File: config.mk
export PLATFORM = sky130hd
export DESIGN_NAME = exc_entry_seq
export DESIGN_NICKNAME = d
export VERILOG_FILES = /design/src/rtl/exc_pkg.sv /design/src/rtl/exc_arbiter.sv /design/src/rtl/exc_frame.sv /design/src/rtl/exc_mode_switch.sv /design/src/rtl/exc_entry_seq.sv
export SDC_FILE = /design/constraint.sdc
export NUM_CORES = 1
export LEC_CHECK = 0
export BUFFER_PORTS_ARGS = -buffer_cell sky130_fd_sc_hd__buf_2
export CAP_MARGIN = 20
export CORE_AREA = 2 2 189 191
export CTS_CLUSTER_SIZE = 14
export DETAILED_ROUTE_END_ITERATION = 10
export DIE_AREA = 0 0 191 193
export GPL_TIMING_DRIVEN = 0
export HOLD_SLACK_MARGIN = 0.02
export PLACE_DENSITY = 0.75
export RECOVER_POWER = 50
export SLEW_MARGIN = 40
export SYNTH_ARGS = -nofsm -noshare
export SYNTH_HDL_FRONTEND = slang
export SYNTH_HIERARCHICAL = 1
export SYNTH_SLANG_ARGS = --single-unit
File: constraint.sdc
create_clock -name clk -period 2.5 [get_ports clk]
set_input_delay 0.75 -clock clk [delete_from_list [all_inputs] [get_ports clk]]
set_output_delay 0.75 -clock clk [all_outputs]
set_load 0.02 [all_outputs]
File: src/rtl/exc_pkg.sv
package exc_pkg;

    localparam int XLEN       = 32;
    localparam int VEC_W      = 8;
    localparam int DS_W       = 3;
    localparam int NCAUSE     = 4;
    localparam int USER_POS   = 8;
    localparam int MACH_POS   = 9;
    localparam int KEEP_HI    = 2;
    localparam int FLAG_SHIFT = 10;
    localparam int EXS_POS    = 8;
    localparam int VEC_SCALE  = 2;
    localparam int MOVE_W     = XLEN - KEEP_HI - FLAG_SHIFT;

    typedef enum logic [1:0] {
        C_IRQ  = 2'd0,
        C_TRAP = 2'd1,
        C_BFLT = 2'd2,
        C_NMI  = 2'd3
    } cause_e;

    typedef enum logic [2:0] {
        S_IDLE,
        S_SAVE,
        S_FETCH,
        S_UPDATE,
        S_DONE
    } state_e;

    typedef struct packed {
        cause_e             cause;
        logic [VEC_W-1:0]   vec;
        logic [XLEN-1:0]    pc;
        logic [DS_W-1:0]    dslot;
        logic [XLEN-1:0]    flags;
        logic [XLEN-1:0]    ebp;
        logic [XLEN-1:0]    sp;
        logic [XLEN-1:0]    ksp;
    } snap_t;

    function automatic logic [XLEN-1:0] shift_flags(input logic [XLEN-1:0] f);
        logic [XLEN-1:0] r;
        r = '0;
        r[XLEN-1 -: KEEP_HI] = f[XLEN-1 -: KEEP_HI];
        r[FLAG_SHIFT +: MOVE_W] = f[MOVE_W-1:0];
        return r;
    endfunction

    function automatic logic [XLEN-1:0] status_word(input logic [VEC_W-1:0] v);
        logic [XLEN-1:0] r;
        r = '0;
        r[EXS_POS +: VEC_W] = v;
        return r;
    endfunction

endpackage

File: src/rtl/exc_arbiter.sv
module exc_arbiter
    import exc_pkg::*;
(
    input  logic [NCAUSE-1:0] req,
    input  logic              block_bflt,
    output logic              any,
    output cause_e            cause
);
    logic [NCAUSE-1:0] live;

    always_comb begin
        live = req;
        live[C_BFLT] = req[C_BFLT] & ~block_bflt;
        any = |live;
        cause = C_IRQ;
        for (int i = 0; i < NCAUSE; i++) begin
            if (live[i]) cause = cause_e'(i);
        end
    end
endmodule

File: src/rtl/exc_frame.sv
module exc_frame
    import exc_pkg::*;
(
    input  snap_t           snap,
    output logic [XLEN-1:0] ret_addr,
    output logic [XLEN-1:0] exs_word,
    output logic [XLEN-1:0] vec_addr
);
    logic [XLEN-1:0] rewind;
    logic [XLEN-1:0] offset;

    always_comb begin
        rewind   = XLEN'(snap.dslot);
        offset   = XLEN'(snap.vec) << VEC_SCALE;
        ret_addr = (snap.cause == C_NMI) ? snap.pc : snap.pc - rewind;
        exs_word = status_word(snap.vec);
        vec_addr = snap.ebp + offset;
    end
endmodule

File: src/rtl/exc_mode_switch.sv
module exc_mode_switch
    import exc_pkg::*;
(
    input  snap_t           snap,
    output logic [XLEN-1:0] flags_new,
    output logic            usp_save,
    output logic [XLEN-1:0] usp_val,
    output logic [XLEN-1:0] sp_val
);
    logic [XLEN-1:0] adj;

    always_comb begin
        adj = snap.flags;
        if (snap.cause == C_NMI) adj[MACH_POS] = 1'b0;
        flags_new = shift_flags(adj);
        usp_save  = snap.flags[USER_POS];
        usp_val   = snap.sp;
        sp_val    = snap.ksp;
    end
endmodule

File: src/rtl/exc_entry_seq.sv
module exc_entry_seq
    import exc_pkg::*;
(
    input  logic              clk,
    input  logic              rst,
    input  logic              req_irq,
    input  logic              req_trap,
    input  logic              req_bflt,
    input  logic              req_nmi,
    input  logic [VEC_W-1:0]  trap_vec,
    input  logic [VEC_W-1:0]  fault_vec,
    input  logic [VEC_W-1:0]  irq_vec,
    input  logic [XLEN-1:0]   pc_in,
    input  logic [DS_W-1:0]   dslot_len,
    input  logic [XLEN-1:0]   flags_in,
    input  logic [XLEN-1:0]   ebp_in,
    input  logic [XLEN-1:0]   sp_in,
    input  logic [XLEN-1:0]   ksp_in,
    input  logic              rfe,
    output logic              rd_valid,
    output logic [XLEN-1:0]   rd_addr,
    input  logic              rd_ready,
    input  logic [XLEN-1:0]   rd_data,
    output logic              busy,
    output logic              done,
    output logic [XLEN-1:0]   new_pc,
    output logic              erp_we,
    output logic [XLEN-1:0]   erp_out,
    output logic              nrp_we,
    output logic [XLEN-1:0]   nrp_out,
    output logic [XLEN-1:0]   exs_out,
    output logic [XLEN-1:0]   sp_out,
    output logic              usp_we,
    output logic [XLEN-1:0]   usp_out,
    output logic [XLEN-1:0]   flags_out,
    output logic              dslot_clr,
    output logic              fatal
);
    state_e            state;
    snap_t             snap;
    logic              in_bflt;
    logic              fatal_r;
    logic [XLEN-1:0]   ret_r, exs_r, addr_r, hpc_r, flags_r, usp_r, sp_r;
    logic              usp_save_r;

    logic              arb_any;
    cause_e            arb_cause;
    logic [VEC_W-1:0]  sel_vec;
    logic [XLEN-1:0]   fr_ret, fr_exs, fr_addr;
    logic [XLEN-1:0]   ms_flags, ms_usp, ms_sp;
    logic              ms_usp_save;

    exc_arbiter u_arb (
        .req        ({req_nmi, req_bflt, req_trap, req_irq}),
        .block_bflt (in_bflt),
        .any        (arb_any),
        .cause      (arb_cause)
    );

    exc_frame u_frame (
        .snap     (snap),
        .ret_addr (fr_ret),
        .exs_word (fr_exs),
        .vec_addr (fr_addr)
    );

    exc_mode_switch u_mode (
        .snap      (snap),
        .flags_new (ms_flags),
        .usp_save  (ms_usp_save),
        .usp_val   (ms_usp),
        .sp_val    (ms_sp)
    );

    always_comb begin
        unique case (arb_cause)
            C_NMI:   sel_vec = '0;
            C_BFLT:  sel_vec = fault_vec;
            C_TRAP:  sel_vec = trap_vec;
            default: sel_vec = irq_vec;
        endcase
    end

    always_ff @(posedge clk) begin
        if (rst) begin
            state      <= S_IDLE;
            snap       <= '0;
            in_bflt    <= 1'b0;
            fatal_r    <= 1'b0;
            ret_r      <= '0;
            exs_r      <= '0;
            addr_r     <= '0;
            hpc_r      <= '0;
            flags_r    <= '0;
            usp_r      <= '0;
            sp_r       <= '0;
            usp_save_r <= 1'b0;
        end else begin
            if (req_bflt && in_bflt) fatal_r <= 1'b1;
            case (state)
                S_IDLE: begin
                    if (arb_any) begin
                        snap.cause <= arb_cause;
                        snap.vec   <= sel_vec;
                        snap.pc    <= pc_in;
                        snap.dslot <= dslot_len;
                        snap.flags <= flags_in;
                        snap.ebp   <= ebp_in;
                        snap.sp    <= sp_in;
                        snap.ksp   <= ksp_in;
                        state      <= S_SAVE;
                        if (arb_cause == C_BFLT) in_bflt <= 1'b1;
                    end else if (rfe) begin
                        in_bflt <= 1'b0;
                    end
                end
                S_SAVE: begin
                    ret_r  <= fr_ret;
                    exs_r  <= fr_exs;
                    addr_r <= fr_addr;
                    state  <= S_FETCH;
                end
                S_FETCH: begin
                    if (rd_ready) begin
                        hpc_r <= rd_data;
                        state <= S_UPDATE;
                    end
                end
                S_UPDATE: begin
                    flags_r    <= ms_flags;
                    usp_r      <= ms_usp;
                    sp_r       <= ms_sp;
                    usp_save_r <= ms_usp_save;
                    state      <= S_DONE;
                end
                default: state <= S_IDLE;
            endcase
        end
    end

    always_comb begin
        busy      = (state != S_IDLE);
        done      = (state == S_DONE);
        rd_valid  = (state == S_FETCH);
        rd_addr   = addr_r;
        new_pc    = hpc_r;
        erp_we    = done && (snap.cause != C_NMI);
        nrp_we    = done && (snap.cause == C_NMI);
        erp_out   = ret_r;
        nrp_out   = ret_r;
        exs_out   = exs_r;
        sp_out    = sp_r;
        usp_we    = done && usp_save_r;
        usp_out   = usp_r;
        flags_out = flags_r;
        dslot_clr = done;
        fatal     = fatal_r;
    end
endmodule

==> results of run 1 <==
[critical path: stages (launching register included)]
cell and delay, ps:
dfxtp_1 330, buf_4 180, or3_4 420, buf_2 190
[where the power goes]
| group | switching [W] | internal (W) |
|---|---|---|
| Clock | 0.00256 | 0.00372 |
| Sequential | 0.000747 | 0.00725 |
| Combinational | 0.00422 | 0.00260 |
[cell type report]
type | count | area, um2 | share of cell area (%)
flip-flops and latches | 393 | 7870 | 37.7
multi-input cells | 1430 | 6890 | 33.0
repair buffers | 481 | 2100 | 10.1
plain buffers | 304 | 1960 | 9.41
clock buffers | 63 | 1230 | 5.89
well taps | 461 | 577 | 2.76
clock inverters | 14 | 168 | 0.803
inverters | 11 | 41.3 | 0.198
diodes | 12 | 30.0 | 0.144
[metrics by stage]
step	TNS [ps]	area, um2	setup slack (ps)	total power [W]	hold WS, ps
floorplan	0	16700	330	0.0128	432
global placement	-24570	19700	-252	0.0148	439
detailed placement	-27460	19700	-297	0.0150	443
CTS	-4.40	21100	-4.40	0.0213	414
global route	0	20900	3.52	0.0222	430
finish	0	20900	70.6	0.0211	437
[metal layers]
metal,part of all wire (%),wire length (um),track usage (%)
met4,4.5,2350,12.5
met2,49,25600,49.1
met1,39,20400,30.4
met5,0.14,73,0
met3,7.9,4170,6.68
[what timing repair did]
| action | CTS | global route |
|---|---|---|
| gates resized for setup | 4 | 15 |
| pin swaps | 1 | 5 |
| endpoints found under the hold margin | 0 | 0 |
| setup buffers | 1 | 1 |
| setup endpoints to repair | 9 | 24 |
[placed cells by master (no fill, tap or decap), types with 7 or more instances in the layout]
cell type  instances
dfxtp_1          390
nand3_1           14
nor2_1            25
conb_1            34
mux2_2             8
clkinv_2           7
ha_1              10
inv_1             10
nand2_1          778
clkbuf_8          10
diode_2           12
xnor2_1           27
clkbuf_16         42
a21oi_1          384
buf_2            255
clkbuf_1         347
xor2_1            31
nor3_1            23
buf_6             19
buf_4            169
[worst max-delay path by stage]
| stage | start | to | slack [ps] |
|---|---|---|---|
| final | state[2] | busy | 70 |
| after global routing | snap[163] | rd_addr[26] | 4 |
| after CTS | snap[163] | rd_addr[26] | -4 |
| after detailed placement | rst | snap[159] | -300 |
| after global placement | rst | snap[158] | -250 |
| after floorplan | snap[163] | rd_addr[18] | 330 |
[state kept, by name, indices dropped and copies added, names as in the netlist]
signal / flops
exs_out: 32
sp_out: 32
usp_save_r: 1
state: 3
rd_addr: 32
snap: 163
flags_out: 32
erp_out: 32
new_pc: 32
in_bflt: 1
usp_out: 32
fatal: 1
==> flow_summary.toml, run 1 <==
[run_status]
status = "finished, final reports clean"

[synthesis]
synth_area_per_cell_um2 = 7.88
syn_area_um2 = 16600
yosys_warnings = 6
syn_inst = 2107

[timing]
relSlewSlack_pct = 45.1
period_minus_slack_ps = 2430
setup-violations-final = 0
skew_ps = 20.2
timing.fmax_mhz = 412
rsz0062_at_grt = "false"
finalCritPeriodShare_pct = 97.2
drv_slew = 0
max_slew.worst_pin.slew_ps = 823
hold_viol_final = 0

[clock_tree]
numCtsBuffers = 42
h-tree-depth = 2
cts_tree = "done"
hold_buffers = 0
cts-root-buf = "clkbuf_16"
clk_latency_ps = 550
cts.sinks = 393
cts_buffer_depth = 3
path_clk_slew_ps = 60

[grt]
gr-usage-all-layers_pct = 27.3
first_global_vias = 15033
antenna_found_initial = 15
grt_first_pass_wirelength_um = 78600
grt_max_degree = 14
overflow = 0

[floorplan]
die-area_um2 = 36900
rows = 69
fp.dieH_um = 193
ios = 491
initial_core_util_pct = 47.5
core-area_um2 = 35000
die_w_um = 191

[finish]
synthToLayoutAreaGrowth_pct = 25.7
layout-drive-gt1-share_pct = 20.7
fin_nets = 2903
post-route-util_pct = 59.7
fin_cells = 3169
fillers = 3338

[worst_setup_path]
crit_required_ps = 1750
cp-end-kind = "primary output"
worstReg2RegEnd = "rd_addr[26]"
crit_type = "flop to primary output"
cp_max_fo = 10
r2r_start = "snap[168]"
start_kind = "flop"
r2r_slack_ps = 120
crit_arrival_ps = 1680
rr_worst_depth = 9

[hold_path]
min_path_type = "primary input to flop"
worstHoldStart = "sp_in[25]"
holdPathEnd = "snap[57]"
holdPathStages = 3

[pwr]
powerDensity_nw_per_um2 = 1010
peakVddDrop_v = 0.000672
p_leak_nw = 8.55

[placement]
dpl.hpwl_um = 40300
io_buffers = 479
gp_congestion = 0.901
dp_cells = 3079

[detailed_routing]
viasPerCell = 4.93
ant_nets = 0
drt_iter0_drc = 676
num_vias = 15635
post-route-drc-count = 0
wl_um = 52500
wl_per_cell_um = 16.6
firstDrtPassIters = 9

[run]
max_cap_violations = 0
No activity file was read; power rests on OpenSTA's default activity.
==> run 2, diff against run 1 <==
--- a/config.mk
+++ b/config.mk
@@ -7,14 +7,16 @@
 export LEC_CHECK = 0
 export BUFFER_PORTS_ARGS = -buffer_cell sky130_fd_sc_hd__buf_2
 export CAP_MARGIN = 20
-export CORE_AREA = 2 2 189 191
+export CORE_AREA = 2 2 191 193
+export CTS_BUF_LIST = sky130_fd_sc_hd__clkbuf_8
 export CTS_CLUSTER_SIZE = 14
 export DETAILED_ROUTE_END_ITERATION = 10
-export DIE_AREA = 0 0 191 193
+export DIE_AREA = 0 0 193 195
 export GPL_TIMING_DRIVEN = 0
 export HOLD_SLACK_MARGIN = 0.02
-export PLACE_DENSITY = 0.75
+export PLACE_DENSITY = 0.73
 export RECOVER_POWER = 50
+export SETUP_SLACK_MARGIN = 0.3
 export SLEW_MARGIN = 40
 export SYNTH_ARGS = -nofsm -noshare
 export SYNTH_HDL_FRONTEND = slang
==> constraint.sdc (replaced) <==
create_clock -name clk -period 2.55 [get_ports clk]
set_input_delay 0.765 -clock clk [delete_from_list [all_inputs] [get_ports clk]]
set_output_delay 0.765 -clock clk [all_outputs]
set_load 0.02 [all_outputs]
==> flow_summary.toml, run 2 (same netlist as run 1, synthesis figures left out) <==
[pwr]
comb_power_share_pct = 34.5
pwr-share-clk_pct = 26.5
power.switching_w = 0.00754
p_seq_share_pct = 39.0
p_sw_share_pct = 37.2
powerDensity_nw_per_um2 = 954
p_leak_nw = 9.00
peakVddDrop_v = 0.000488
internal_power_w = 0.0127

[floorplan]
die-area_um2 = 37600
initial_core_util_pct = 46.9
rows = 69
ios = 491
core-area_um2 = 35400
die_w_um = 193
fp.dieH_um = 195

[timing]
finalCritPeriodShare_pct = 93.6
timing.fmax_mhz = 419
relSlewSlack_pct = 44.5
setup-violations-final = 0
rsz0062_at_grt = "true"
postLayoutSetupSlackWorst_ps = 163
hold_viol_final = 0
skew_ps = 30.4
fin_hold_ws_ps = 381
period_minus_slack_ps = 2390
max_slew.worst_pin.slew_ps = 832
drv_slew = 0

[worst_setup_path]
cp_top_family = "simple AND/OR/NAND/NOR gates"
worstReg2RegEnd = "erp_out[28]"
crit_chain = "buf_6 -> or3_4 -> buf_6"
start_kind = "flop"
cpPeakStageDelay_ps = 390
cp-end-kind = "primary output"
r2r_slack_ps = 240
r2r_start = "snap[137]"
path_buf_inv = 2
rr_worst_depth = 7
cp_max_fo = 7
path_common_cell = "buf_6"
crit_required_ps = 1790
crit_arrival_ps = 1620
crit_type = "flop to primary output"
cp_slowest_cell = "or3_4"

[run]
max_cap_violations = 0

[clock_tree]
cts_buffer_depth = 3
clk_latency_ps = 610
h-tree-depth = 3
cts.sinks = 393
cts_tree = "done"
hold_buffers = 0
cts-root-buf = "clkbuf_8"
path_clk_slew_ps = 60
numCtsBuffers = 68

[placement]
io_buffers = 479
gp_congestion = 0.890
place_area_um2 = 19700
dp_slack_ps = -231
dpl.hpwl_um = 40800

[finish]
largest-register = "snap"
fillers = 3330
layout-drive-gt1-share_pct = 25.2
fin_nets = 2950
synthToLayoutAreaGrowth_pct = 27.8
final_cell_mix = "nand2_1 (775), a21oi_1 (382), dfxtp_1 (381)"
largest_register_ffs = 163
final_common_cell = "nand2_1"
fin_area_um2 = 21200
post-route-util_pct = 60.0

[grt]
overflow = 0
first_global_vias = 15488
grt_max_degree = 11
gr-usage-all-layers_pct = 27.8
antenna_found_initial = 18
grt_first_pass_wirelength_um = 81200

[hold_path]
min_path_type = "primary input to flop"
holdPathStages = 3
worstHoldStart = "pc_in[0]"
holdPathEnd = "snap[131]"

[detailed_routing]
drt_iter0_drc = 862
wl_per_cell_um = 16.9
firstDrtPassIters = 5
viasPerCell = 4.91
wl_um = 54400
num_vias = 15833
post-route-drc-count = 0
ant_nets = 0

[run_status]
status = "finished, final reports clean"
run 2: cell count changes in the layout (fill, tap and decap cells not counted), moves of 4 or more:
cell,before,now
buf_4,169,189
clkinvlp_4,0,5
buf_6,19,25
clkbuf_8,10,79
xnor2_1,27,23
inv_1,10,35
buf_2,255,305
clkinv_2,7,3
clkbuf_1,347,284
dfxtp_1,390,381
dfxtp_2,2,10
nand3_1,14,10
clkbuf_16,42,0
run 2: metrics by stage:
step	std cells	setup TNS [ps]	power, W
3_5_place_dp	3079	-11140	0.0147
4_1_cts	3205	0	0.0202
6_report	3227	0	0.0203
3_3_place_gp	3079	-9900	0.0145
2_1_floorplan	2139	0	0.0126
5_1_grt	3224	0	0.0214
run 2: how the worst max path moves through the flow:
stage,startpoint,end,cells after the start
6_report,state[1],busy,3
5_1_grt,state[0],flags_out[27],8
4_1_cts,state[0],busy,3
3_5_place_dp,rst,erp_out[25],4
3_3_place_gp,rst,snap[160],4
2_1_floorplan,snap[163],rd_addr[18],10
run 2: power by group through the flow:
| stage | Sequential, W | Clock (W) | Combinational (W) |
|---|---|---|---|
| CTS | 0.00785 | 0.00546 | 0.00692 |
| finish | 0.00790 | 0.00537 | 0.00699 |
| global placement | 0.00790 | 0 | 0.00660 |
| floorplan | 0.00817 | 0 | 0.00442 |
| detailed placement | 0.00795 | 0 | 0.00671 |
| global route | 0.00801 | 0.00575 | 0.00762 |
run 2: area by class of cell:
type                       count  area (um2)  area share [%]
clock buffer                  79        1090            5.12
buffer                       305        1980            9.31
antenna                       12        30.0           0.141
multi-input combinational   1430        7120            33.5
inverter                      11        41.3           0.195
tap                          461         577            2.72
sequential                   393        7890            37.2
timing repair buffer         501        2350            11.1
clock inverter                35         159           0.749
run 2: timing repair:
action | CTS | global route
buffers inserted | 12 | 10
endpoints found under the setup margin | 39 | 32
gates resized for setup | 51 | 31
pin swaps | 14 | 21
run 2: worst reg2reg max path: cells and delay by family, from the launching register on:
family	cells	cell delay, ps
and+or+nand+nor	5	1590
xor gates and xnor gates	1	180
AOI/OAI and AO/OA	1	110
DFF	1	350
run 2: layer usage:
metal | share of wire (%) | global-route usage (%) | wire length (um) | up-vias
met5 | 0.14 | 0 | 76 | -
met1 | 38 | 30.4 | 20900 | 7243
met4 | 4.7 | 15.2 | 2540 | 12
met3 | 8.3 | 8.72 | 4530 | 151
li1 | - | - | - | 7857
met2 | 48 | 47.7 | 26400 | 570
